[config.mk]
export PLATFORM = sky130hd
export DESIGN_NAME = mbx_ctrl
export DESIGN_NICKNAME = d
export VERILOG_FILES = /design/src/rtl/mbx_pkg.sv /design/src/rtl/mbx_decode.sv /design/src/rtl/mbx_flags.sv /design/src/rtl/mbx_run_ctl.sv /design/src/rtl/mbx_irq_route.sv /design/src/rtl/mbx_ctrl.sv
export SDC_FILE = /design/constraint.sdc
export NUM_CORES = 1
export LEC_CHECK = 0
export BUFFER_PORTS_ARGS = -buffer_cell sky130_fd_sc_hd__clkbuf_2
export CELL_PAD_IN_SITES_DETAIL_PLACEMENT = 1
export CELL_PAD_IN_SITES_GLOBAL_PLACEMENT = 2
export CORE_MARGIN = 2
export CORE_UTILIZATION = 20
export CTS_CLUSTER_DIAMETER = 60
export CTS_CLUSTER_SIZE = 28
export DETAILED_ROUTE_END_ITERATION = 10
export GPL_TIMING_DRIVEN = 0
export PLACE_DENSITY = 0.89
export SLEW_MARGIN = 25
export SYNTH_ARGS = -nofsm -noshare
export SYNTH_HDL_FRONTEND = slang
export SYNTH_HIERARCHICAL = 1
export SYNTH_SLANG_ARGS = --single-unit
[constraint.sdc]
create_clock -name clk -period 2 [get_ports clk]
set_clock_uncertainty 0.2 [all_clocks]
set_input_delay 0.1 -clock clk [delete_from_list [all_inputs] [get_ports clk]]
set_output_delay 0.1 -clock clk [all_outputs]
set_load 0.03 [all_outputs]
[src/rtl/mbx_pkg.sv]
package mbx_pkg;

    localparam int STAT_W  = 8;
    localparam int HSEL_W  = 3;
    localparam int CSEL_W  = 2;
    localparam int DIAG_W  = 3;

    // status bit positions decoded by software on both sides
    localparam int B_CPU    = 0;
    localparam int B_IRQEN  = 2;
    localparam int B_OPT    = 3;
    localparam int B_RUNH   = 3;
    localparam int B_DMA    = 4;
    localparam int B_PAR    = 5;
    localparam int B_TOHOST = 6;
    localparam int B_TOCARD = 7;

    typedef enum logic [HSEL_W-1:0] {
        H_NONE   = 3'd0,
        H_IRQ_EN = 3'd1,
        H_ACK    = 3'd2,
        H_INT    = 3'd3,
        H_NMI    = 3'd4,
        H_GO     = 3'd5,
        H_RUN    = 3'd6,
        H_RST    = 3'd7
    } host_cmd_e;

    typedef enum logic [CSEL_W-1:0] {
        C_NONE    = 2'd0,
        C_CLR_ERR = 2'd1,
        C_ACK     = 2'd2,
        C_IRQ     = 2'd3
    } card_cmd_e;

    typedef struct packed {
        logic irq_en;
        logic h_ack;
        logic h_int;
        logic nmi;
        logic go;
        logic run;
        logic rst;
        logic c_clr_err;
        logic c_ack;
        logic c_irq;
    } mbx_cmd_t;

    typedef struct packed {
        logic irq_en;
        logic to_host;
        logic to_card;
        logic par;
        logic dma;
    } mbx_flags_t;

    function automatic logic [STAT_W-1:0] card_view(mbx_flags_t f, logic cpu, logic opt);
        logic [STAT_W-1:0] s;
        s           = '0;
        s[B_CPU]    = cpu;
        s[B_IRQEN]  = f.irq_en;
        s[B_OPT]    = opt;
        s[B_DMA]    = f.dma;
        s[B_PAR]    = f.par;
        s[B_TOHOST] = f.to_host;
        s[B_TOCARD] = f.to_card;
        return s;
    endfunction

    function automatic logic [STAT_W-1:0] host_view(mbx_flags_t f, logic halt,
                                                    logic [DIAG_W-1:0] dg);
        logic [STAT_W-1:0] s;
        s              = '0;
        s[DIAG_W-1:0]  = dg;
        s[B_RUNH]      = halt;
        s[B_DMA]       = f.dma;
        s[B_PAR]       = f.par;
        s[B_TOHOST]    = f.to_host;
        s[B_TOCARD]    = f.to_card;
        return s;
    endfunction

endpackage

[src/rtl/mbx_decode.sv]
module mbx_decode
    import mbx_pkg::*;
(
    input  logic              host_wr,
    input  logic [HSEL_W-1:0] host_sel,
    input  logic              card_wr,
    input  logic [CSEL_W-1:0] card_sel,
    output mbx_cmd_t          cmd
);
    host_cmd_e hc;
    card_cmd_e cc;

    always_comb begin
        hc = host_cmd_e'(host_sel);
        cc = card_cmd_e'(card_sel);
        cmd           = '0;
        cmd.irq_en    = host_wr && (hc == H_IRQ_EN);
        cmd.h_ack     = host_wr && (hc == H_ACK);
        cmd.h_int     = host_wr && (hc == H_INT);
        cmd.nmi       = host_wr && (hc == H_NMI);
        cmd.go        = host_wr && (hc == H_GO);
        cmd.run       = host_wr && (hc == H_RUN);
        cmd.rst       = host_wr && (hc == H_RST);
        cmd.c_clr_err = card_wr && (cc == C_CLR_ERR);
        cmd.c_ack     = card_wr && (cc == C_ACK);
        cmd.c_irq     = card_wr && (cc == C_IRQ);
    end
endmodule

[src/rtl/mbx_flags.sv]
module mbx_flags
    import mbx_pkg::*;
(
    input  logic       clk,
    input  logic       rst,
    input  mbx_cmd_t   cmd,
    input  logic       par_err,
    input  logic       dma_abort,
    output mbx_flags_t flags
);
    mbx_flags_t q;

    always_ff @(posedge clk) begin
        if (rst || cmd.rst) begin
            q <= '0;
        end else begin
            // enable is one-way: nothing but reset clears it
            q.irq_en  <= q.irq_en | cmd.irq_en;
            // in each pair a new set outranks a coincident clear
            q.to_host <= cmd.c_irq  ? 1'b1 : (cmd.h_ack     ? 1'b0 : q.to_host);
            q.to_card <= cmd.h_int  ? 1'b1 : (cmd.c_ack     ? 1'b0 : q.to_card);
            q.par     <= par_err    ? 1'b1 : (cmd.c_clr_err ? 1'b0 : q.par);
            q.dma     <= dma_abort  ? 1'b1 : (cmd.c_clr_err ? 1'b0 : q.dma);
        end
    end

    assign flags = q;
endmodule

[src/rtl/mbx_run_ctl.sv]
module mbx_run_ctl
    import mbx_pkg::*;
(
    input  logic     clk,
    input  logic     rst,
    input  mbx_cmd_t cmd,
    output logic     halt,
    output logic     hold,
    output logic     nmi
);
    always_ff @(posedge clk) begin
        if (rst || cmd.rst) begin
            halt <= 1'b1;
            hold <= 1'b1;
            nmi  <= 1'b0;
        end else begin
            halt <= halt & ~cmd.run;
            hold <= hold & ~cmd.go;
            nmi  <= cmd.nmi;
        end
    end
endmodule

[src/rtl/mbx_irq_route.sv]
module mbx_irq_route #(
    parameter int LINES   = 3,
    parameter int ROUTE_W = $clog2(LINES + 1)
) (
    input  logic               req,
    input  logic [ROUTE_W-1:0] route,
    output logic [LINES-1:0]   lines
);
    for (genvar i = 0; i < LINES; i++) begin : g_line
        assign lines[i] = req && (route == ROUTE_W'(i));
    end
endmodule

[src/rtl/mbx_ctrl.sv]
module mbx_ctrl
    import mbx_pkg::*;
#(
    parameter int IRQ_LINES = 3,
    parameter int ROUTE_W   = $clog2(IRQ_LINES + 1)
) (
    input  logic                clk,
    input  logic                rst,
    input  logic                host_wr,
    input  logic [HSEL_W-1:0]   host_sel,
    input  logic                card_wr,
    input  logic [CSEL_W-1:0]   card_sel,
    input  logic                cpu_type,
    input  logic                opt_open,
    input  logic [DIAG_W-1:0]   diag,
    input  logic [ROUTE_W-1:0]  irq_route,
    input  logic                par_err,
    input  logic                dma_abort,
    output logic [STAT_W-1:0]   host_status,
    output logic [STAT_W-1:0]   card_status,
    output logic [IRQ_LINES-1:0] host_irq,
    output logic                card_irq,
    output logic                card_nmi,
    output logic                cop_halt,
    output logic                cop_reset_hold
);
    mbx_cmd_t   cmd;
    mbx_flags_t flags;
    logic       halt_q;

    mbx_decode u_dec (
        .host_wr  (host_wr),
        .host_sel (host_sel),
        .card_wr  (card_wr),
        .card_sel (card_sel),
        .cmd      (cmd)
    );

    mbx_flags u_flags (
        .clk       (clk),
        .rst       (rst),
        .cmd       (cmd),
        .par_err   (par_err),
        .dma_abort (dma_abort),
        .flags     (flags)
    );

    mbx_run_ctl u_run (
        .clk  (clk),
        .rst  (rst),
        .cmd  (cmd),
        .halt (halt_q),
        .hold (cop_reset_hold),
        .nmi  (card_nmi)
    );

    mbx_irq_route #(.LINES(IRQ_LINES), .ROUTE_W(ROUTE_W)) u_route (
        .req   (flags.irq_en && flags.to_host),
        .route (irq_route),
        .lines (host_irq)
    );

    assign cop_halt    = halt_q;
    assign card_irq    = flags.to_card;
    assign card_status = card_view(flags, cpu_type, opt_open);
    assign host_status = host_view(flags, halt_q, diag);
endmodule

Word-level counts from Yosys, hierarchy flattened
Index checks and enable logic that the tools add are counted.
{"block": "word_totals", "regBits": 8, "in_bits": 18, "out_inout_bits": 23}
{"block": "op_classes", "eq_ne": 12, "muxes": 7, "bitwise_logic": 5, "reduce_logical": 20}
{"operator": "1-bit logical AND", "n": 14}
{"operator": "3-bit == test, second input constant", "n": 4}
{"operator": "2-bit nonzero test", "n": 4}
{"operator": "1-bit two-way mux", "n": 7}
{"operator": "2-bit == test, second input constant", "n": 3}
{"operator": "3-bit by 2-bit == test with 1-bit output, second input constant", "n": 2}
{"operator": "2-bit by 1-bit == test with 1-bit output, second input constant", "n": 2}
{"operator": "3-bit by 1-bit == test with 1-bit output, second input constant", "n": 1}
{"operator": "1-bit AND", "n": 2}
{"operator": "2-bit logical NOT", "n": 1}
{"operator": "1-bit NOT", "n": 2}
{"operator": "1-bit logical OR", "n": 1}
{"operator": "1-bit bitwise OR", "n": 1}

Longest topological paths before layout
{"block": "logic_depth", "ltp_word": 4, "depth_mapped": 3, "mapped_depth_nobuf": 3}

Hierarchy
Netlist, hierarchy kept.
{"mod": "mbx_flags", "n_inst": 1, "cells_each": 20, "area_each_um2": 193.9}
{"mod": "mbx_decode", "n_inst": 1, "cells_each": 10, "area_each_um2": 105.1}
{"mod": "mbx_ctrl", "n_inst": 1, "cells_each": 14, "area_each_um2": 100.1}
{"mod": "mbx_run_ctl", "n_inst": 1, "cells_each": 9, "area_each_um2": 90.1}
{"mod": "mbx_irq_route", "n_inst": 1, "cells_each": 3, "area_each_um2": 30.0}

Worst setup path before layout
OpenSTA, ideal clock, no wires.
{"block": "synth_timing", "path_type": "register to output", "from": "register u_flags.q (netlist bit u_flags/flags[3])", "to": "output host_irq[0]", "t_arrival_ns": 1.148, "t_required_ns": 1.700, "slack_ns": 0.552, "path_stages_with_launch": 3, "n_path_buf": 0, "path_cell_list": "dfxtp_1 > and2_1 > nor3b_2"}
{"block": "synth_via", "elab_chain_len": 2}
{"element": "from (decl)", "line_no": "mbx_flags.sv:11", "source": "mbx_flags_t q;"}
{"element": "1-bit logical AND", "line_no": "mbx_ctrl.sv:58", "source": ".req (flags.irq_en && flags.to_host),"}
{"element": "1-bit logical AND", "line_no": "mbx_irq_route.sv:10", "source": "assign lines[i] = req && (route == ROUTE_W'(i));"}
{"element": "to (decl)", "line_no": "mbx_ctrl.sv:21", "source": "output logic [IRQ_LINES-1:0] host_irq,"}
No other way between the ends.

Worst setup path after layout
Ends and elaborated chain as after synthesis.

==> flow_summary.yaml <==
status:
  status: "finished, final reports clean"
route:
  dr.pass1.iters: 2
  routedWlPerCell_um: 9.603
  drt_iter0_drc: 1
  drt_wl_total_um: 1210
  ant_nets: 0
  route.detailed.drc: 0
  via_per_inst: 4.095
  dr_total_vias: 516
global_route:
  grt_remaining_overflow: 0
  antenna_found_initial: 0
  grt_pass1_wl_um: 1849
  grt_pass1_vias: 469
  grt_start_max_net_pins: 8
  gr-usage-all-layers_pct: 8.938
die:
  io_pins: 41
  rows: 18
  core-area_um2: 2477
  initial_core_util_pct: 20.96
  die_area_um2: 3020
  dieHeight_um: 54.96
  die_x_um: 54.96
timing:
  grt_setup_unrepaired: "no"
  post-route-min-period_ps: 1461
  timing.fmax_mhz: 684.6
  fin_crit_sh_pct: 73.04
  hold_violations: 0
  fin_ws_ps: 539.3
  fin_hold_ws_ps: 35.36
  fin_setup_tns_ps: 0
  setup_violations: 0
  finalMaxSlewViolations: 0
synthesis:
  ys_seq_elements: 8
  yosys.cell_types.count: 18
  syn_inst: 56
  synth_nets: 74
  synth_warnings: 6
  synth_area_um2: 519.2
  avgSynthCellArea_um2: 9.272
  seq_area_frac_synth_pct: 30.84
critical_path:
  cp_slowest_stage_delay_ps: 380
  required_ps: 1700
  critPathArrivalTime_ps: 1160
  critical_path_class: "reg2out"
  end_kind: "output port"
  crit_fanout: 4
  path_cells: "and2_1 > nor3b_2 > clkbuf_2"
  crit_path_top_delay_cell: "dfxtp_1"
  cp_num_buf_inv: 1
  crit_family: "flip-flops"
  critPathLaunchType: "flip-flop"
clock_tree:
  numCtsBuffers: 3
  clk_pin_slew_ps: 50
  cts-root-buf: "clkbuf_4"
  cts_sinks: 8
  clock_path_buffers: 2
  clock_latency_ps: 240
  htreeDepth: 1
  postCtsSetupRepairBufs: 0
  cts_hold_buf: 3
  cts_resized: 0
  tritoncts: "done"
placed_design:
  place_ws_ps: 791.5
  numPortBuffers: 34
  globalplace.congestion: 0.6123
  detailed_place_hpwl_um: 1022
finish:
  layout_common_cells: "34 x clkbuf_2, 12 x buf_4, 8 x dfxtp_1"
  area_growth_pct: 50.12
  post-route-util_pct: 31.46
  fillers: 323
  final_nets: 116
  final_common_cell: "clkbuf_2"
  final_layout_size_suffix_gt1_share_pct: 65.63
  antenna_cells: 0
power:
  p_seq_share_pct: 41.6
  pwr-share-clk_pct: 28.7
  p_sw_share_pct: 30.53
  pwr-share-comb_pct: 29.8
  p_leak_nw: 0.4333
  peakVddDrop_mv: 0.1420
  p_int_mw: 0.2875
  power_density_nw_per_um2: 531.0
  netSwitchingPower_mw: 0.1264
run:
  maxCapViolations: 0
hold_path:
  min-delay-path-class: "in2reg"
[worst paths after layout]
check                                 startpoint          endpoint  slack [ps]  cells past startpoint
worst min-delay path                 card_sel[1]  u_flags/flags[3]          40                      4
worst max-delay path            u_flags/flags[3]       host_irq[0]         540                      3
worst min register to register        u_run/hold        u_run/hold         260                      2
worst max register to register  u_flags/flags[2]  u_flags/flags[2]        1140                      2
[sequential cells by signal, summed over array words and instances, names as in the netlist]
name,flops
u_run/halt,1
u_run/nmi,1
u_run/hold,1
u_flags/flags,5
[metal layers]
layer / GRT usage [%] / share of wire, % / up-vias
met3: 0.2688 / 5.5 / 2
met1: 8.867 / 37 / 236
li1: - / - / 257
met5: 0 / 0 / -
met2: 16.47 / 55 / 21
met4: 8.537 / 2.2 / 0
[worst min-delay path: stages]
cell      delay (ps)
clkbuf_2          90
and3_1           140
inv_1             60
a21oi_2           40
[synth_stat cells]
master | instances | area, µm²
buf_4 | 12 | 90.09
dfxtp_1 | 8 | 160.2
inv_1 | 6 | 22.52
a21oi_2 | 4 | 35.03
and3b_1 | 4 | 35.03
nand2b_1 | 4 | 25.02
and4b_2 | 3 | 33.78
and2_1 | 2 | 12.51
and4bb_2 | 2 | 25.02
nor2_2 | 2 | 12.51
o21ai_0 | 2 | 10.01
and3_1 | 1 | 6.260
and4_2 | 1 | 10.01
and4bb_1 | 1 | 12.51
conb_1 | 1 | 3.750
nor2_1 | 1 | 3.750
nor3b_2 | 1 | 12.51
or2_4 | 1 | 8.760
[metrics by stage]
step | std cells | cell area [µm²] | power (mW)
2_1_floorplan | 56 | 519.2 | 0.2556
3_3_place_gp | 120 | 726.9 | 0.2923
3_5_place_dp | 120 | 726.9 | 0.2955
4_1_cts | 126 | 779.5 | 0.4220
5_1_grt | 126 | 779.5 | 0.4409
6_report | 126 | 779.5 | 0.4139
[kinds of logic (layout without fill, tap and decap cells)]
| group | count (synthesis) | after routing | synth area share [%] |
|---|---|---|---|
| buffers and inverters | 18 | 58 | 21.69 |
| AND/OR/NAND/NOR | 23 | 23 | 38.07 |
| flip-flops | 8 | 8 | 30.84 |
| AO/OA/AOI/OAI | 6 | 6 | 8.674 |
| other | 1 | 1 | 0.7222 |
[final cells by class]
class / instances / area [µm²] / area share, %
Buffer: 12 / 90.09 / 11.56
Timing Repair Buffer: 37 / 200.2 / 25.68
Multi-Input combinational cell: 30 / 246.5 / 31.62
Sequential cell: 8 / 160.2 / 20.55
Clock buffer: 3 / 22.52 / 2.889
Tap cell: 30 / 37.54 / 4.815
Inverter: 6 / 22.52 / 2.889
[power by group through the flow]
stage               Clock [mW]  Sequential [mW]  Combinational, mW
floorplan                    0            0.189             0.0668
global placement             0            0.176              0.117
detailed placement           0            0.176              0.120
CTS                      0.125            0.172              0.124
global route             0.134            0.173              0.134
finish                   0.119            0.172              0.123
(Power assumes the default switching activity.)
